### config.mk
export PLATFORM = sky130hd
export DESIGN_NAME = msi_line_ctrl
export DESIGN_NICKNAME = d
export VERILOG_FILES = /design/src/rtl/msi_pkg.sv /design/src/rtl/msi_snoop_apply.sv /design/src/rtl/msi_local_eval.sv /design/src/rtl/msi_bus_hs.sv /design/src/rtl/msi_line_ctrl.sv
export SDC_FILE = /design/constraint.sdc
export NUM_CORES = 1
export LEC_CHECK = 0
export BUFFER_PORTS_ARGS = -buffer_cell sky130_fd_sc_hd__buf_2
export CAP_MARGIN = 20
export CORE_AREA = 2 2 39 41
export DETAILED_ROUTE_END_ITERATION = 8
export DIE_AREA = 0 0 41 43
export PLACE_DENSITY = 0.43
export SLEW_MARGIN = 10
export SYNTH_ARGS = -nofsm -noshare
export SYNTH_HDL_FRONTEND = slang
export SYNTH_SLANG_ARGS = --single-unit
### constraint.sdc
create_clock -name clk -period 1.65 [get_ports clk]
set_input_delay 0 -clock clk [delete_from_list [all_inputs] [get_ports clk]]
set_output_delay 0 -clock clk [all_outputs]
set_load 0.005 [all_outputs]
### src/rtl/msi_pkg.sv
package msi_pkg;
  localparam int ST_W  = 2;
  localparam int OP_W  = 2;
  localparam int CMD_W = 2;

  typedef enum logic [ST_W-1:0] {
    LS_INV = 2'd0,
    LS_SHR = 2'd1,
    LS_MOD = 2'd2
  } line_st_e;

  typedef enum logic [OP_W-1:0] {
    PE_READ  = 2'd0,
    PE_WRITE = 2'd1,
    PE_EVICT = 2'd2,
    PE_NOP   = 2'd3
  } proc_ev_e;

  typedef enum logic [CMD_W-1:0] {
    BC_READ  = 2'd0,
    BC_WRITE = 2'd1,
    BC_UPGR  = 2'd2
  } bus_cmd_e;

  localparam logic SN_RD = 1'b0;
  localparam logic SN_WR = 1'b1;
endpackage

### src/rtl/msi_snoop_apply.sv
module msi_snoop_apply
  import msi_pkg::*;
(
  input  logic     clk,
  input  logic     rst_n,
  input  line_st_e cur_st,
  input  logic     snp_valid,
  input  logic     snp_op,
  output line_st_e post_st,
  output logic     snp_supply
);
  always_comb begin
    post_st    = cur_st;
    snp_supply = 1'b0;
    if (snp_valid) begin
      unique case (cur_st)
        LS_MOD: begin
          snp_supply = 1'b1;
          post_st    = (snp_op == SN_RD) ? LS_SHR : LS_INV;
        end
        LS_SHR: begin
          if (snp_op == SN_WR) post_st = LS_INV;
        end
        default: post_st = cur_st;
      endcase
    end
  end

  // a remote write always leaves no valid copy behind
  a_r7_remote_write_kills: assert property (@(posedge clk) disable iff (!rst_n)
    (snp_valid && snp_op == SN_WR) |-> (post_st == LS_INV));

  // a remote read never leaves the line Modified
  a_r6_remote_read_demotes: assert property (@(posedge clk) disable iff (!rst_n)
    (snp_valid && snp_op == SN_RD) |-> (post_st != LS_MOD));
endmodule

### src/rtl/msi_local_eval.sv
module msi_local_eval
  import msi_pkg::*;
(
  input  line_st_e          post_st,
  input  logic              ev_valid,
  input  logic [OP_W-1:0]   ev_op,
  output logic              need_bus,
  output logic [CMD_W-1:0]  need_cmd,
  output logic              hit_done,
  output line_st_e          done_st,
  output logic              evict_supply
);
  always_comb begin
    need_bus     = 1'b0;
    need_cmd     = BC_READ;
    hit_done     = 1'b0;
    done_st      = post_st;
    evict_supply = 1'b0;
    if (ev_valid) begin
      unique case (proc_ev_e'(ev_op))
        PE_READ: begin
          if (post_st == LS_INV) begin
            need_bus = 1'b1;
            need_cmd = BC_READ;
            done_st  = LS_SHR;
          end else begin
            hit_done = 1'b1;
          end
        end
        PE_WRITE: begin
          if (post_st == LS_MOD) begin
            hit_done = 1'b1;
          end else begin
            need_bus = 1'b1;
            need_cmd = (post_st == LS_INV) ? BC_WRITE : BC_UPGR;
            done_st  = LS_MOD;
          end
        end
        PE_EVICT: begin
          hit_done     = 1'b1;
          done_st      = LS_INV;
          evict_supply = (post_st == LS_MOD);
        end
        default: hit_done = 1'b1;
      endcase
    end
  end
endmodule

### src/rtl/msi_bus_hs.sv
module msi_bus_hs
  import msi_pkg::*;
(
  input  logic             clk,
  input  logic             rst_n,
  input  logic             need_bus,
  input  logic [CMD_W-1:0] need_cmd,
  input  logic             gnt,
  output logic             req,
  output logic [CMD_W-1:0] cmd,
  output logic             granted
);
  always_comb begin
    req     = need_bus;
    cmd     = need_bus ? need_cmd : '0;
    granted = need_bus & gnt;
  end

  // no transaction is taken without a grant
  a_r9_wait_for_grant: assert property (@(posedge clk) disable iff (!rst_n)
    (req && !gnt) |-> !granted);

  // a stray grant alone never completes anything
  a_r9_stray_grant: assert property (@(posedge clk) disable iff (!rst_n)
    (gnt && !req) |-> !granted);
endmodule

### src/rtl/msi_line_ctrl.sv
module msi_line_ctrl
  import msi_pkg::*;
(
  input  logic             clk,
  input  logic             rst_n,
  input  logic             cpu_valid,
  input  logic [1:0]       cpu_op,
  output logic             cpu_ready,
  input  logic             snoop_valid,
  input  logic             snoop_op,
  output logic             bus_req,
  output logic [1:0]       bus_cmd,
  input  logic             bus_gnt,
  output logic             send_data,
  output logic [1:0]       line_state
);
  line_st_e         st_q, st_d, post_st, done_st;
  logic             st_en;
  logic             snp_supply, evict_supply;
  logic             need_bus, hit_done, granted, commit;
  logic [CMD_W-1:0] need_cmd;

  msi_snoop_apply u_snoop (
    .clk        (clk),
    .rst_n      (rst_n),
    .cur_st     (st_q),
    .snp_valid  (snoop_valid),
    .snp_op     (snoop_op),
    .post_st    (post_st),
    .snp_supply (snp_supply)
  );

  msi_local_eval u_local (
    .post_st      (post_st),
    .ev_valid     (cpu_valid),
    .ev_op        (cpu_op),
    .need_bus     (need_bus),
    .need_cmd     (need_cmd),
    .hit_done     (hit_done),
    .done_st      (done_st),
    .evict_supply (evict_supply)
  );

  msi_bus_hs u_bus (
    .clk      (clk),
    .rst_n    (rst_n),
    .need_bus (need_bus),
    .need_cmd (need_cmd),
    .gnt      (bus_gnt),
    .req      (bus_req),
    .cmd      (bus_cmd),
    .granted  (granted)
  );

  // next-state process
  always_comb begin
    commit = hit_done | granted;
    st_d   = commit ? done_st : post_st;
    st_en  = (st_d != st_q);
  end

  // state register
  always_ff @(posedge clk or negedge rst_n) begin
    if (!rst_n)     st_q <= LS_INV;
    else if (st_en) st_q <= st_d;
  end

  assign cpu_ready  = commit;
  assign send_data  = snp_supply | evict_supply;
  assign line_state = st_q;

  a_r1_legal_state: assert property (@(posedge clk) disable iff (!rst_n)
    line_state != 2'd3);

  a_r2_bus_read_from_inv: assert property (@(posedge clk) disable iff (!rst_n)
    (bus_req && bus_cmd == BC_READ && !snoop_valid) |-> (line_state == LS_INV));

  a_r3_mod_needs_write: assert property (@(posedge clk) disable iff (!rst_n)
    (line_state != LS_MOD && !(cpu_valid && cpu_op == PE_WRITE && cpu_ready))
      |=> (line_state != LS_MOD));

  a_r4_upgrade_from_shr: assert property (@(posedge clk) disable iff (!rst_n)
    (bus_req && bus_cmd == BC_UPGR && !snoop_valid) |-> (line_state == LS_SHR));

  a_r5_mod_read_quiet: assert property (@(posedge clk) disable iff (!rst_n)
    (line_state == LS_MOD && !snoop_valid && cpu_valid && cpu_op == PE_READ)
      |-> (!bus_req && cpu_ready));

  a_r6_supply_only_dirty: assert property (@(posedge clk) disable iff (!rst_n)
    send_data |-> (line_state == LS_MOD));

  a_r8_evict_no_bus: assert property (@(posedge clk) disable iff (!rst_n)
    (cpu_valid && cpu_op == PE_EVICT) |-> (!bus_req && cpu_ready));

  a_r9_idle_holds: assert property (@(posedge clk) disable iff (!rst_n)
    (!cpu_valid && !snoop_valid) |=> $stable(line_state));

  a_r10_upgrade_becomes_write: assert property (@(posedge clk) disable iff (!rst_n)
    (line_state == LS_SHR && snoop_valid && snoop_op == SN_WR && cpu_valid && cpu_op == PE_WRITE)
      |-> (bus_req && bus_cmd == BC_WRITE));
endmodule

==> out/results.txt <==
Distinct cells, synth -> 23
crit share post-route -> 107%
Worst EP required -> 1.65 ns
pre-CTS setup slack -> 0.0537 ns
H-tree depth -> 1
TritonCTS clock tree -> done
Buf/Inv on CP -> 1
wire per inst -> 10.7 um
clock latency on the worst-skew pair -> 0.22 ns
Worst Skew -> 0.00142 ns
Crit Path Max Fanout -> 4
vias in the first global route -> 260
Max clock buf depth -> 2
die height -> 43 um
post-route setup slack -> -0.116 ns
Hold Fails Final Rpt -> 0
IO Count -> 15
Seq/Total Area, Yosys -> 17.8%
initial core utilization -> 20.3%
Pre-Repair DR Iteration Count -> 3
Peak Freq -> 0.566 GHz
antenna violations before repair -> 0
root buf cell -> clkbuf_4
CTS buffer count -> 3
clk sinks -> 2
core footprint -> 1380 um^2
routed vias/inst -> 4.41
critical path capture point type -> output pin
fin crit period -> 1.77 ns
status -> finished with violations
Die X-Extent -> 41 um
area growth from synthesis to layout -> 70.7%
Post-Synthesis Mean Instance Area -> 8.28 um^2
Slew HR -> 81.7%
Clock transition at path regs -> 0.03 ns
WL final -> 763 um
max reg flops -> 2
power density over the cells -> 1550 nW/um^2
crit path launch type -> register
share of layout cells above drive strength 1 -> 65.5%
flops & latches, synth -> 2
Slew Viols, Final -> 0
CP arrival -> 1.77 ns
post-synth net total -> 44
worst-margin pin slew -> 0.272 ns
Routability Congestion -> 0.655
Crit path max-delay family -> compound AO/OA/AOI/OAI gates
die area -> 1760 um^2
Detailed Route Iter0 Violations -> 2
mux cell area share after synthesis -> 0%
GRT Util Overall -> 8.32%
slowest CP cell -> dfrtp_2
largest net degree at the start of global routing -> 8
violations in the final reports -> setup timing
TNS Setup -> -0.136 ns
commonest non-fill, non-tap cell in the layout -> buf_2
RSZ-0062 raised after global routing -> yes
vias post-DR -> 313
number of diodes -> 0
crit-path max cell delay -> 0.45 ns
Hold WC Path Type -> primary input to asynchronous set/reset pin
first-pass GRT wire length -> 986 um
fin nets -> 67
remaining antenna violation count -> 0
leak pwr -> 0.221 nW
Cell Rows -> 14
DRC errors left -> 0
final instance area -> 480 um^2
fin util -> 34.7%
Yosys warnings -> 0
GR Overflow Total -> 0
Setup Crit Path Kind -> register to output pin
Post-Synth XOR/XNOR Area -> 0%
port bufs -> 14
largest family of logic cells by synthesized area -> simple AND/OR/NAND/NOR gates
max_cap viols -> 0
Synth Area in Compound Gates -> 31.6%
crit path cell chain -> ha_4, nand2b_4, o21ai_4, a21oi_2, o41a_1, buf_2
Post-DP Area -> 379 um^2
synthesized cell area -> 282 um^2
most frequent cells in the layout -> buf_2, nand2_1, inv_2, clkbuf_4
worst vdd ir -> 514 uV
final HPWL from detailed placement -> 554 um
Mapped Cells -> 34
adder-cell share of the synthesized area -> 8.89%
Simple-Gate Fraction of Synth Area -> 37.8%
final setup vio count -> 3
final cells by class:
class / count / area [um^2]
tap: 16 / 20.0
timing repair buffer: 18 / 106
clock buffer: 3 / 22.5
inverter: 3 / 11.3
fill: 149 / 903
multi-input combinational: 29 / 269
sequential: 2 / 51.3
cell families (layout without fill, tap and decap cells):
family	after synthesis	count (layout)
adders and majority gates	2	2
and+or+nand+nor	18	18
AOI/OAI and AO/OA	9	9
DFF	2	2
buffers and inverters	3	24
metal layers:
metal  vias to the layer above  share of wire (%)  GRT usage [%]
met3                         2                6.2              0
met5                         -                  0              0
met1                       134                 47           11.2
li1                        164                  -              -
met2                        13                 44           12.2
met4                         0                2.2           6.00
path summary, 6_finish.rpt:
kind / startpoint / end / slack (ns) / cells past startpoint
min reg2reg: line_state[1] / line_state[1] / 0.72 / 3
max in group asynchronous: rst_n / line_state[1] / 1.45 / 2
min: rst_n / line_state[1] / 0.09 / 2
min in group clk: bus_gnt / line_state[0] / 0.10 / 3
max: line_state[1] / cpu_ready / -0.12 / 6
max reg2reg: line_state[1] / line_state[0] / 0.10 / 6
stage by stage:
step,hold WS (ns),total power [W],std cells
5_1_grt,0.0960,0.000810,71
3_3_place_gp,-0.213,0.000488,65
2_1_floorplan,-0.296,0.000361,34
3_5_place_dp,-0.213,0.000483,65
4_1_cts,0.0868,0.000613,69
6_report,0.0920,0.000744,71
cells in the mapped netlist (all sizes together):
library cell,number,share of area (%)
a21oi,2,4.9
a22o,1,3.1
and2,1,2.7
and4bb,1,4.4
dfrtp,2,18
ha,2,8.9
inv,3,4.0
nand2,6,8.0
nand2b,2,7.1
nor2,3,4.0
nor2b,2,5.3
nor3,2,3.6
nor3b,1,2.7
o21ai,3,11
o32ai,1,3.1
o41a,1,4.0
o41ai,1,5.8
repair_timing:
action / 4_1_cts / 5_1_grt
hold buffers: 1 / 0
setup endpoints to repair: 5 / 5
buffers inserted: 0 / 2
hold endpoints to repair: 2 / 0
pin swaps: 0 / 6
resized for setup: 2 / 11
where the power goes:
part | internal [W] | switching, W
registers | 0.0000754 | 0.0000354
clock network | 0.0000802 | 0.0000273
logic | 0.000275 | 0.000251
(Power assumes the default switching activity.)
